[src/rtl/rxr_pkg.sv]
// Shared definitions for the receive ring writer.
// Assumes a fixed 16-bit length field in the frame header.
package rxr_pkg;
    localparam int LEN_W = 16;

    // Status word bit positions written into the header.
    localparam int ST_OK    = 0;
    localparam int ST_ALIGN = 1;
    localparam int ST_CRC   = 2;
    localparam int ST_LONG  = 3;
    localparam int ST_RUNT  = 4;
    localparam int ST_ADDR  = 5;
    localparam int ST_MCAST = 6;

    typedef enum logic {
        PH_DATA = 1'b0,
        PH_HDR  = 1'b1
    } phase_t;
endpackage

[src/rtl/rxr_stage_fifo.sv]
// Staging FIFO for received bytes with their end-of-frame tag and status.
// Assumes no push when full and no pop when empty; read data is combinational.
module rxr_stage_fifo #(
    parameter int DEPTH = 16,
    parameter int W     = 15,
    localparam int AW_F = $clog2(DEPTH),
    localparam int CW   = AW_F + 1
) (
    input  logic          clk,
    input  logic          rst_n,
    input  logic          push,
    input  logic [W-1:0]  din,
    input  logic          pop,
    output logic [W-1:0]  dout,
    output logic [CW-1:0] count
);
    logic [W-1:0]    mem [DEPTH];
    logic [AW_F-1:0] wp, rp;

    // Storage write.
    always_ff @(posedge clk) begin
        if (push) mem[wp] <= din;
    end

    // Pointer and occupancy tracking.
    always_ff @(posedge clk) begin
        if (!rst_n) begin
            wp    <= '0;
            rp    <= '0;
            count <= '0;
        end else begin
            if (push) wp <= (wp == AW_F'(DEPTH - 1)) ? '0 : wp + 1'b1;
            if (pop)  rp <= (rp == AW_F'(DEPTH - 1)) ? '0 : rp + 1'b1;
            count <= count + CW'(push) - CW'(pop);
        end
    end

    assign dout = mem[rp];
endmodule

[src/rtl/rxr_room.sv]
// Decides whether data byte k of the current frame still fits in front of
// the software read offset, reserving the frame's padded footprint.
// Assumes word-aligned offsets inside the ring.
module rxr_room #(
    parameter int RING_BYTES = 2048,
    localparam int PW = $clog2(RING_BYTES),
    localparam int XW = rxr_pkg::LEN_W + 1
) (
    input  logic [PW-1:0]              wr_ptr,
    input  logic [PW-1:0]              rd_ptr,
    input  logic [rxr_pkg::LEN_W-1:0]  k,
    output logic                       fits
);
    localparam logic [XW-1:0] RW = XW'(RING_BYTES / 4);

    logic [XW-1:0] wrw, rdw, room_w, need;

    // Word distance to the reader and words needed after this byte.
    always_comb begin
        wrw    = XW'(wr_ptr >> 2);
        rdw    = XW'(rd_ptr >> 2);
        room_w = (rdw > wrw) ? rdw - wrw : rdw + RW - wrw;
        need   = ((XW'(k) + XW'(4)) >> 2) + XW'(1);
        fits   = need < room_w;
    end
endmodule

[src/rtl/rxr_writer.sv]
// Receive ring writer: moves staged frame bytes into a host ring, prefixes
// each frame with a status/length header, advances the write offset and
// drops frames that would overtake the reader.
// Assumes the memory port accepts one byte per cycle and rd_ptr is word aligned.
module rxr_writer #(
    parameter int RING_BYTES  = 2048,
    parameter int SPILL_BYTES = 1536,
    parameter int FIFO_DEPTH  = 16,
    localparam int PW = $clog2(RING_BYTES),
    localparam int AW = $clog2(RING_BYTES + SPILL_BYTES),
    localparam int CW = $clog2(FIFO_DEPTH) + 1
) (
    input  logic          clk,
    input  logic          rst_n,
    input  logic          wrap_en,
    input  logic [CW-1:0] thresh,
    input  logic [PW-1:0] rd_ptr,
    input  logic          in_valid,
    output logic          in_ready,
    input  logic [7:0]    in_data,
    input  logic          in_last,
    input  logic [5:0]    in_status,
    output logic          mem_we,
    output logic [AW-1:0] mem_addr,
    output logic [7:0]    mem_data,
    output logic [PW-1:0] wr_ptr,
    output logic          irq_ok,
    output logic          irq_err,
    output logic          ovf
);
    import rxr_pkg::*;

    localparam int FW = 15;
    localparam int SW = LEN_W + 2;
    localparam logic [SW-1:0] RING_S = SW'(RING_BYTES);

    phase_t            phase;
    logic [LEN_W-1:0]  k, len_r;
    logic [5:0]        st_r;
    logic [1:0]        hidx;
    logic              drop;
    logic [CW-1:0]     fcnt, lastq;
    logic [FW-1:0]     fout;
    logic              push, pop, fits, f_last;
    logic [SW-1:0]     dsum, dwrap, tot, nxt;
    logic [15:0]       stat_w;
    logic [7:0]        hbyte;

    assign in_ready = (fcnt != CW'(FIFO_DEPTH));
    assign push     = in_valid && in_ready;
    assign f_last   = fout[14];

    rxr_stage_fifo #(.DEPTH(FIFO_DEPTH), .W(FW)) u_fifo (
        .clk   (clk),
        .rst_n (rst_n),
        .push  (push),
        .din   ({in_last, in_status, in_data}),
        .pop   (pop),
        .dout  (fout),
        .count (fcnt)
    );

    rxr_room #(.RING_BYTES(RING_BYTES)) u_room (
        .wr_ptr (wr_ptr),
        .rd_ptr (rd_ptr),
        .k      (k),
        .fits   (fits)
    );

    // Drain when threshold reached or a frame end is buffered.
    always_comb begin
        pop = (phase == PH_DATA) && (fcnt != '0) && ((fcnt >= thresh) || (lastq != '0));
    end

    // Data address, next slot offset and header byte selection.
    always_comb begin
        dsum   = SW'(wr_ptr) + SW'(4) + SW'(k);
        dwrap  = (!wrap_en && dsum >= RING_S) ? dsum - RING_S : dsum;
        tot    = (SW'(wr_ptr) + SW'(4) + SW'(len_r) + SW'(3)) & ~SW'(3);
        nxt    = (tot >= RING_S) ? tot - RING_S : tot;
        stat_w = {9'b0, st_r, (st_r[3:0] == 4'b0)};
        case (hidx)
            2'd0:    hbyte = stat_w[7:0];
            2'd1:    hbyte = stat_w[15:8];
            2'd2:    hbyte = len_r[7:0];
            default: hbyte = len_r[15:8];
        endcase
    end

    // Count of frame ends currently held in the staging FIFO.
    always_ff @(posedge clk) begin
        if (!rst_n) lastq <= '0;
        else        lastq <= lastq + CW'(push && in_last) - CW'(pop && f_last);
    end

    // Frame sequencing: data bytes, then header, then offset update.
    always_ff @(posedge clk) begin
        if (!rst_n) begin
            phase    <= PH_DATA;
            k        <= '0;
            len_r    <= '0;
            st_r     <= '0;
            hidx     <= '0;
            drop     <= 1'b0;
            wr_ptr   <= '0;
            mem_we   <= 1'b0;
            mem_addr <= '0;
            mem_data <= '0;
            irq_ok   <= 1'b0;
            irq_err  <= 1'b0;
            ovf      <= 1'b0;
        end else begin
            mem_we  <= 1'b0;
            irq_ok  <= 1'b0;
            irq_err <= 1'b0;
            ovf     <= 1'b0;
            if (phase == PH_HDR) begin
                mem_we   <= 1'b1;
                mem_addr <= AW'(wr_ptr) + AW'(hidx);
                mem_data <= hbyte;
                hidx     <= hidx + 2'd1;
                if (hidx == 2'd3) begin
                    phase   <= PH_DATA;
                    k       <= '0;
                    wr_ptr  <= PW'(nxt);
                    irq_ok  <= (st_r[3:0] == 4'b0);
                    irq_err <= (st_r[3:0] != 4'b0);
                end
            end else if (pop) begin
                if (drop || !fits) begin
                    drop <= !f_last;
                    if (f_last) begin
                        k       <= '0;
                        irq_err <= 1'b1;
                        ovf     <= 1'b1;
                    end
                end else begin
                    mem_we   <= 1'b1;
                    mem_addr <= AW'(dwrap);
                    mem_data <= fout[7:0];
                    if (f_last) begin
                        len_r <= k + 1'b1;
                        st_r  <= fout[13:8];
                        hidx  <= 2'd0;
                        phase <= PH_HDR;
                    end else begin
                        k <= k + 1'b1;
                    end
                end
            end
        end
    end
endmodule

[config.mk]
export PLATFORM = sky130hd
export DESIGN_NAME = rxr_writer
export DESIGN_NICKNAME = d
export VERILOG_FILES = /design/src/rtl/rxr_pkg.sv /design/src/rtl/rxr_stage_fifo.sv /design/src/rtl/rxr_room.sv /design/src/rtl/rxr_writer.sv
export SDC_FILE = /design/constraint.sdc
export NUM_CORES = 1
export LEC_CHECK = 0
export ABC_AREA = 1
export ABC_CLOCK_PERIOD_IN_PS = 8400
export CORE_MARGIN = 4
export CORE_UTILIZATION = 45
export CTS_BUF_LIST = sky130_fd_sc_hd__clkbuf_16
export DETAILED_ROUTE_END_ITERATION = 6
export SLEW_MARGIN = 10
export SYNTH_ARGS = -nofsm -noshare
export SYNTH_HDL_FRONTEND = slang
export SYNTH_SLANG_ARGS = --single-unit
[constraint.sdc]
create_clock -name clk -period 8.4 [get_ports clk]
set_input_delay 1.68 -clock clk [delete_from_list [all_inputs] [get_ports clk]]
set_output_delay 1.68 -clock clk [all_outputs]
set_load 0.05 [all_outputs]
==> flow_summary.json, run 1 <==
{
  "gr-usage-met2_pct": 36.4,
  "syn_inst": 1756,
  "ys_warn_count": 0,
  "wl_per_cell_um": 18.9,
  "maxCapViolCount": 0,
  "worst-path-max-fanout": 23,
  "synth_cell_types": 54,
  "critPathSlowestCell": "nor2_2",
  "yosysSeqAreaShare_pct": 55.2,
  "fin_crit_sh_pct": 72.5,
  "period_needed_ns": 6.09,
  "num_vias": 12500,
  "die_y_um": 200,
  "grt.total_usage_pct": 21.7,
  "finalSetupViolCount": 0,
  "htreeDepth": 2,
  "max_freq_ghz": 0.164,
  "avgSynthCellArea_um2": 9.44,
  "status": "complete, no violations",
  "total_leakage_power_nw": 7.30,
  "tightest_slew_ns": 1.17,
  "cts_setup_buffers": 0,
  "nFillCells": 3382,
  "grt_max_degree": 79,
  "synthTopCellsByArea": "edfxtp_1 43%, dfxtp_1 12%, nor2_1 6.6%",
  "synth_seq_cells": 337,
  "slew_viol_final": 0,
  "clk_latency_ns": 0.53,
  "yosysTopAreaCellShare_pct": 43.5,
  "async_reset_ff_share_pct": 0,
  "clkTransAtPathRegs_ns": 0.06,
  "synth_edf_count": 240,
  "dp_cells": 2235,
  "overflow": 0,
  "top_usage_layer": "met2",
  "routed_wl_mm": 43.4,
  "start_util_pct": 45.5,
  "fp.dieArea_um2": 40000,
  "area_growth_pct": 12.9,
  "portBuffers": 66,
  "slew_headroom_pct": 21.8,
  "end_kind": "flip-flop",
  "post_cts_resized": 0,
  "r2r_slack_ns": 3.34,
  "grtUsageMet1_pct": 29.7,
  "grt_pass1_wl_mm": 67.3,
  "holdWs_ns": 0.471,
  "finClkSkew_ns": 0.0144,
  "gp_congestion": 0.933,
  "cts_tree": "yes",
  "final_nets": 1916,
  "final.setup.tns_ns": 0,
  "cts-root-buf": "clkbuf_16",
  "rows": 70,
  "synth_ff_type": "edfxtp_1",
  "hold_class": "flip-flop to flip-flop",
  "cpPeakStageDelay_ns": 0.62,
  "drtPass1Iterations": 5,
  "die_w_um": 200,
  "initialDrtViolationCount": 1027,
  "vias_per_cell": 5.42,
  "max-vdd-ir-drop_mv": 0.162,
  "cts_buffers": 36,
  "core_area_um2": 36400,
  "path_class": "primary input to flip-flop",
  "total_power_mw": 5.66,
  "critPathRequiredTime_ns": 8.86,
  "holdBufCountCts": 0,
  "clock-sinks": 337,
  "first_global_vias": 11800,
  "cp-start-kind": "primary input",
  "use_met3_pct": 2.79,
  "ant_nets": 0,
  "syn_area_um2": 16600,
  "power-per-cell-area_nw_per_um2": 302,
  "drive_above_1_share_pct": 7.37,
  "drc_errors": 0,
  "rsz0062_at_grt": "no",
  "path_common_cell": "nand2_1",
  "cts_buffer_depth": 3,
  "hold_viol": 0,
  "dp_hpwl_mm": 28.1,
  "stdcell_count": 2299,
  "antenna_found_initial": 0,
  "ios": 71,
  "yosysTopAreaCell": "edfxtp_1",
  "antenna_cells": 0,
  "crit_arrival_ns": 6.55
}
[worst paths after layout]
| check | from | endpoint | cells after the start |
|---|---|---|---|
| worst max register to register | wr_ptr[4] | k[7] | 27 |
| worst max-delay path | rd_ptr[4] | k[7] | 27 |
| worst min register to register | mem_addr[0] | mem_addr[0] | 2 |
| worst min-delay path | mem_addr[0] | mem_addr[0] | 2 |
[report_power, final]
group          switching, mW  leakage (nW)  internal [mW]
registers              0.149          2.97           1.95
logic                   1.44          3.77          0.660
clock network          0.650         0.564          0.821
[worst max-delay path: cells and delay by family]
kind	cells	cell delay, ns
buffers and inverters	2	0.51
adders and majority gates	3	0.91
AOI/OAI and AO/OA	6	0.92
and+or+nand+nor	16	2.51
[metal layers]
metal | wire length (µm) | part of all wire, % | up-vias
met2 | 20800 | 48 | 340
met3 | 2330 | 5.4 | 79
li1 | - | - | 6096
met5 | 0 | 0 | -
met1 | 19100 | 44 | 5939
met4 | 1270 | 2.9 | 0
[cell type report]
| class | count | area [µm²] | share of cell area, % |
|---|---|---|---|
| Sequential cell | 337 | 9150 | 48.9 |
| Tap cell | 468 | 586 | 3.13 |
| Clock buffer | 36 | 901 | 4.81 |
| Inverter | 159 | 597 | 3.19 |
| Multi-Input combinational cell | 1182 | 6470 | 34.6 |
| Clock inverter | 28 | 188 | 1.00 |
| Timing Repair Buffer | 89 | 828 | 4.42 |
[logic make-up (layout without fill, tap and decap cells)]
group / count (synthesis) / count (layout) / synth area share [%]
compound gates: 381 / 381 / 12.8
xor+xnor: 61 / 61 / 3.40
fa+ha+maj: 76 / 76 / 5.92
buf+inv: 238 / 312 / 5.95
flops: 337 / 337 / 55.2
other cells: 1 / 2 / 0.0226
simple gates: 662 / 662 / 16.7
[registers in the layout, summed over array words and instances (netlist names), 2 cells and up, named ones only]
signal        cells
k                16
mem_addr         12
wr_ptr            9
u_fifo.wp         4
u_fifo.mem      240
len_r            16
hidx              2
st_r              6
u_fifo.count      5
mem_data          8
lastq             5
u_fifo.rp         4
[Yosys cell counts, types with 3 or more instances]
cell type,n
inv_2,7
o21ai_1,3
nor2_2,6
o21bai_1,3
fa_1,4
nand2_1,240
o22ai_1,40
xor2_1,44
nor3_1,14
nand2_2,10
buf_4,12
edfxtp_1,240
dfxtp_1,97
nor2_4,4
o21ai_0,198
ha_1,72
clkbuf_1,41
a21o_1,3
buf_2,21
buf_6,3
xnor2_1,13
a21oi_1,85
nand3_1,70
nand4_1,14
inv_1,150
o211ai_1,19
o221ai_1,8
a21boi_0,4
nor2_1,292
xor2_2,4
[metrics by stage]
step / area (µm²) / setup slack [ns] / util [%]
6_report: 18700 / 2.31 / 51.4
5_1_grt: 18700 / 1.91 / 51.4
4_1_cts: 18700 / 2.42 / 51.4
3_5_place_dp: 17600 / 1.86 / 48.4
3_3_place_gp: 17600 / 1.96 / 48.4
2_1_floorplan: 16600 / 3.61 / -
[placed cells by master (no fill, tap or decap), drive strengths merged, types with 8 or more instances in the layout]
master	count
nor3	17
nand3	71
ha	72
edfxtp	240
inv	164
nand4	15
dfxtp	97
o221ai	8
nand2	251
a21oi	86
o211ai	19
o22ai	40
clkinv	22
o21ai	203
nor2	302
clkbuf	36
clkdlybuf4s50	65
buf	24
xnor2	13
xor2	48
(Power assumes the default switching activity.)
==> run 2, diff against run 1 <==
--- a/config.mk
+++ b/config.mk
@@ -6,7 +6,7 @@
 export NUM_CORES = 1
 export LEC_CHECK = 0
 export ABC_AREA = 1
-export ABC_CLOCK_PERIOD_IN_PS = 8400
+export ABC_CLOCK_PERIOD_IN_PS = 4940
 export CORE_MARGIN = 4
 export CORE_UTILIZATION = 45
 export CTS_BUF_LIST = sky130_fd_sc_hd__clkbuf_16
==> constraint.sdc (replaced) <==
create_clock -name clk -period 4.94 [get_ports clk]
set_input_delay 0.988 -clock clk [delete_from_list [all_inputs] [get_ports clk]]
set_output_delay 0.988 -clock clk [all_outputs]
set_load 0.05 [all_outputs]
==> run 2 against run 1 <==
- total power rose by 78%
- first-iteration DRC count decreased by 20%
- wire length rose by 0.49%
- die area stayed put
==> flow_summary.json, run 2 (same netlist as run 1, synthesis figures left out) <==
{
  "initialDrtViolationCount": 821,
  "p_comb_share_pct": 38.6,
  "hold_class": "flip-flop to flip-flop",
  "path_class": "primary input to flip-flop",
  "min_path_cells": 2,
  "drtPass1Iterations": 5,
  "final_cell_mix": "282 x nor2_1, 240 x nand2_1, 240 x edfxtp_1",
  "cts_buffer_depth": 3,
  "final_nets": 1952,
  "holdBufCountCts": 0,
  "design_area_um2": 19100,
  "cts-root-buf": "clkbuf_16",
  "detailedPlace.worstSlack_ns": -0.0975,
  "fin_ws_ns": 0.477,
  "grt_pass1_wl_mm": 67.8,
  "post_cts_resized": 0,
  "power-per-cell-area_nw_per_um2": 528,
  "largest_register_ffs": 240,
  "nFillCells": 3304,
  "worst-path-max-fanout": 14,
  "multiInputGateArea_um2": 6470,
  "dp_hpwl_mm": 28.8,
  "grt.total_usage_pct": 21.9,
  "clockPowerShare_pct": 25.9,
  "die_y_um": 200,
  "maxCapViolCount": 0,
  "fp.dieArea_um2": 40000,
  "period_needed_ns": 4.46,
  "grt_max_degree": 81,
  "drc_errors": 0,
  "htreeDepth": 2,
  "core_area_um2": 36400,
  "wl_per_cell_um": 18.7,
  "end_kind": "flip-flop",
  "fin_crit_sh_pct": 90.3,
  "ios": 71,
  "start_util_pct": 45.5,
  "finClkSkew_ns": 0.0129,
  "final.setup.tns_ns": 0,
  "crit_arrival_ns": 4.87,
  "first_global_vias": 12000,
  "portBuffers": 66,
  "finalSetupViolCount": 0,
  "cp-start-kind": "primary input",
  "drive_above_1_share_pct": 8.93,
  "slew_headroom_pct": 24.2,
  "die_w_um": 200,
  "final_util_pct": 52.5,
  "rsz0062_at_grt": "no",
  "placed_cell_area_um2": 18000,
  "clock-sinks": 337,
  "tightest_slew_ns": 1.14,
  "max-vdd-ir-drop_mv": 0.294,
  "routed_wl_mm": 43.7,
  "reg2reg_depth": 22,
  "overflow": 0,
  "clkTransAtPathRegs_ns": 0.06,
  "num_vias": 12500,
  "switching_share_pct": 38.1,
  "total_leakage_power_nw": 7.55,
  "top_regs": "u_fifo.mem (240), k (16), len_r (16)",
  "hold_viol": 0,
  "regArea_um2": 9150,
  "cts_buffers": 37,
  "clk_latency_ns": 0.53,
  "p_sw_mw": 3.85,
  "final_common_cell": "nor2_1",
  "critPathRequiredTime_ns": 5.35,
  "p_int_mw": 6.25,
  "antenna_found_initial": 1,
  "cts_setup_buffers": 0,
  "rows": 70,
  "cts_tree": "yes",
  "slew_viol_final": 0,
  "status": "complete, no violations",
  "area_growth_pct": 15.3,
  "seqPwrFrac_pct": 35.5,
  "top_register": "u_fifo.mem",
  "ant_nets": 0,
  "vias_per_cell": 5.34,
  "antenna_cells": 0,
  "gp_congestion": 0.874,
  "max_freq_ghz": 0.224
}
## run 2: cell types whose count changed in the layout (fill, tap and decap cells not counted)
cell,previous run,this run
buf_12,0,5
buf_4,23,53
clkbuf_16,36,40
clkinv_1,9,7
clkinv_2,10,4
clkinv_4,2,0
clkinv_8,1,0
inv_1,155,164
inv_16,1,0
inv_2,7,8
inv_4,0,1
inv_6,1,2
## run 2: layout make-up
type | count | share of cell area [%]
Inverter | 159 | 3.12
Multi-Input combinational cell | 1182 | 33.9
Clock buffer | 40 | 5.24
Timing Repair Buffer | 124 | 6.04
Clock inverter | 28 | 0.779
Sequential cell | 337 | 47.9
Tap cell | 468 | 3.06
## run 2: worst paths after layout
check                                from          end  slack, ns
worst max-delay path            rd_ptr[4]  mem_data[4]       0.48
worst min-delay path            len_r[15]    len_r[15]       0.45
worst max register to register       k[2]  mem_data[4]       0.75
worst min register to register  len_r[15]    len_r[15]       0.45
## run 2: power groups by stage
stage	registers [mW]	logic (mW)	clock network [mW]
floorplan	3.70	2.53	0
global placement	3.64	3.83	0
detailed placement	3.64	3.89	0
CTS	3.59	3.91	2.66
global route	3.62	4.38	2.79
finish	3.58	3.90	2.61
## run 2: worst max-delay path: stages
cell and delay [ns]:
clkdlybuf4s50_1 0.41, ha_1 0.34, a21oi_1 0.15, nand2_1 0.08, a21oi_1 0.13, o21bai_1 0.09
nand2_1 0.07, nand2_1 0.05, nand2_1 0.05, nand2_1 0.06, nand2_1 0.05, nand2_1 0.06
a21oi_1 0.20, ha_1 0.20, inv_1 0.11, ha_1 0.33, nand2_1 0.06, inv_1 0.06
nand3_1 0.06, nor2_1 0.14, nand4_1 0.27, nand4_4 0.20, nand2_1 0.08, nand2_2 0.16
inv_2 0.09, buf_12 0.15, o21ai_0 0.16, a21oi_1 0.07
## run 2: through the flow
step	hold slack [ns]	power, mW	instances
after global routing	0.486	10.8	2338
after CTS	0.453	10.2	2338
after detailed placement	0.443	7.54	2270
after floorplan	0.425	6.23	1757
final	0.453	10.1	2338
after global placement	0.438	7.46	2270
## run 2: routing by layer
metal / share of wire (%) / global-route usage, % / up-vias
li1: - / - / 6164
met1: 43 / 29.3 / 5911
met2: 49 / 37.3 / 338
met3: 5.6 / 3.22 / 76
met4: 2.8 / 6.69 / 2
met5: 0.030 / 0 / -
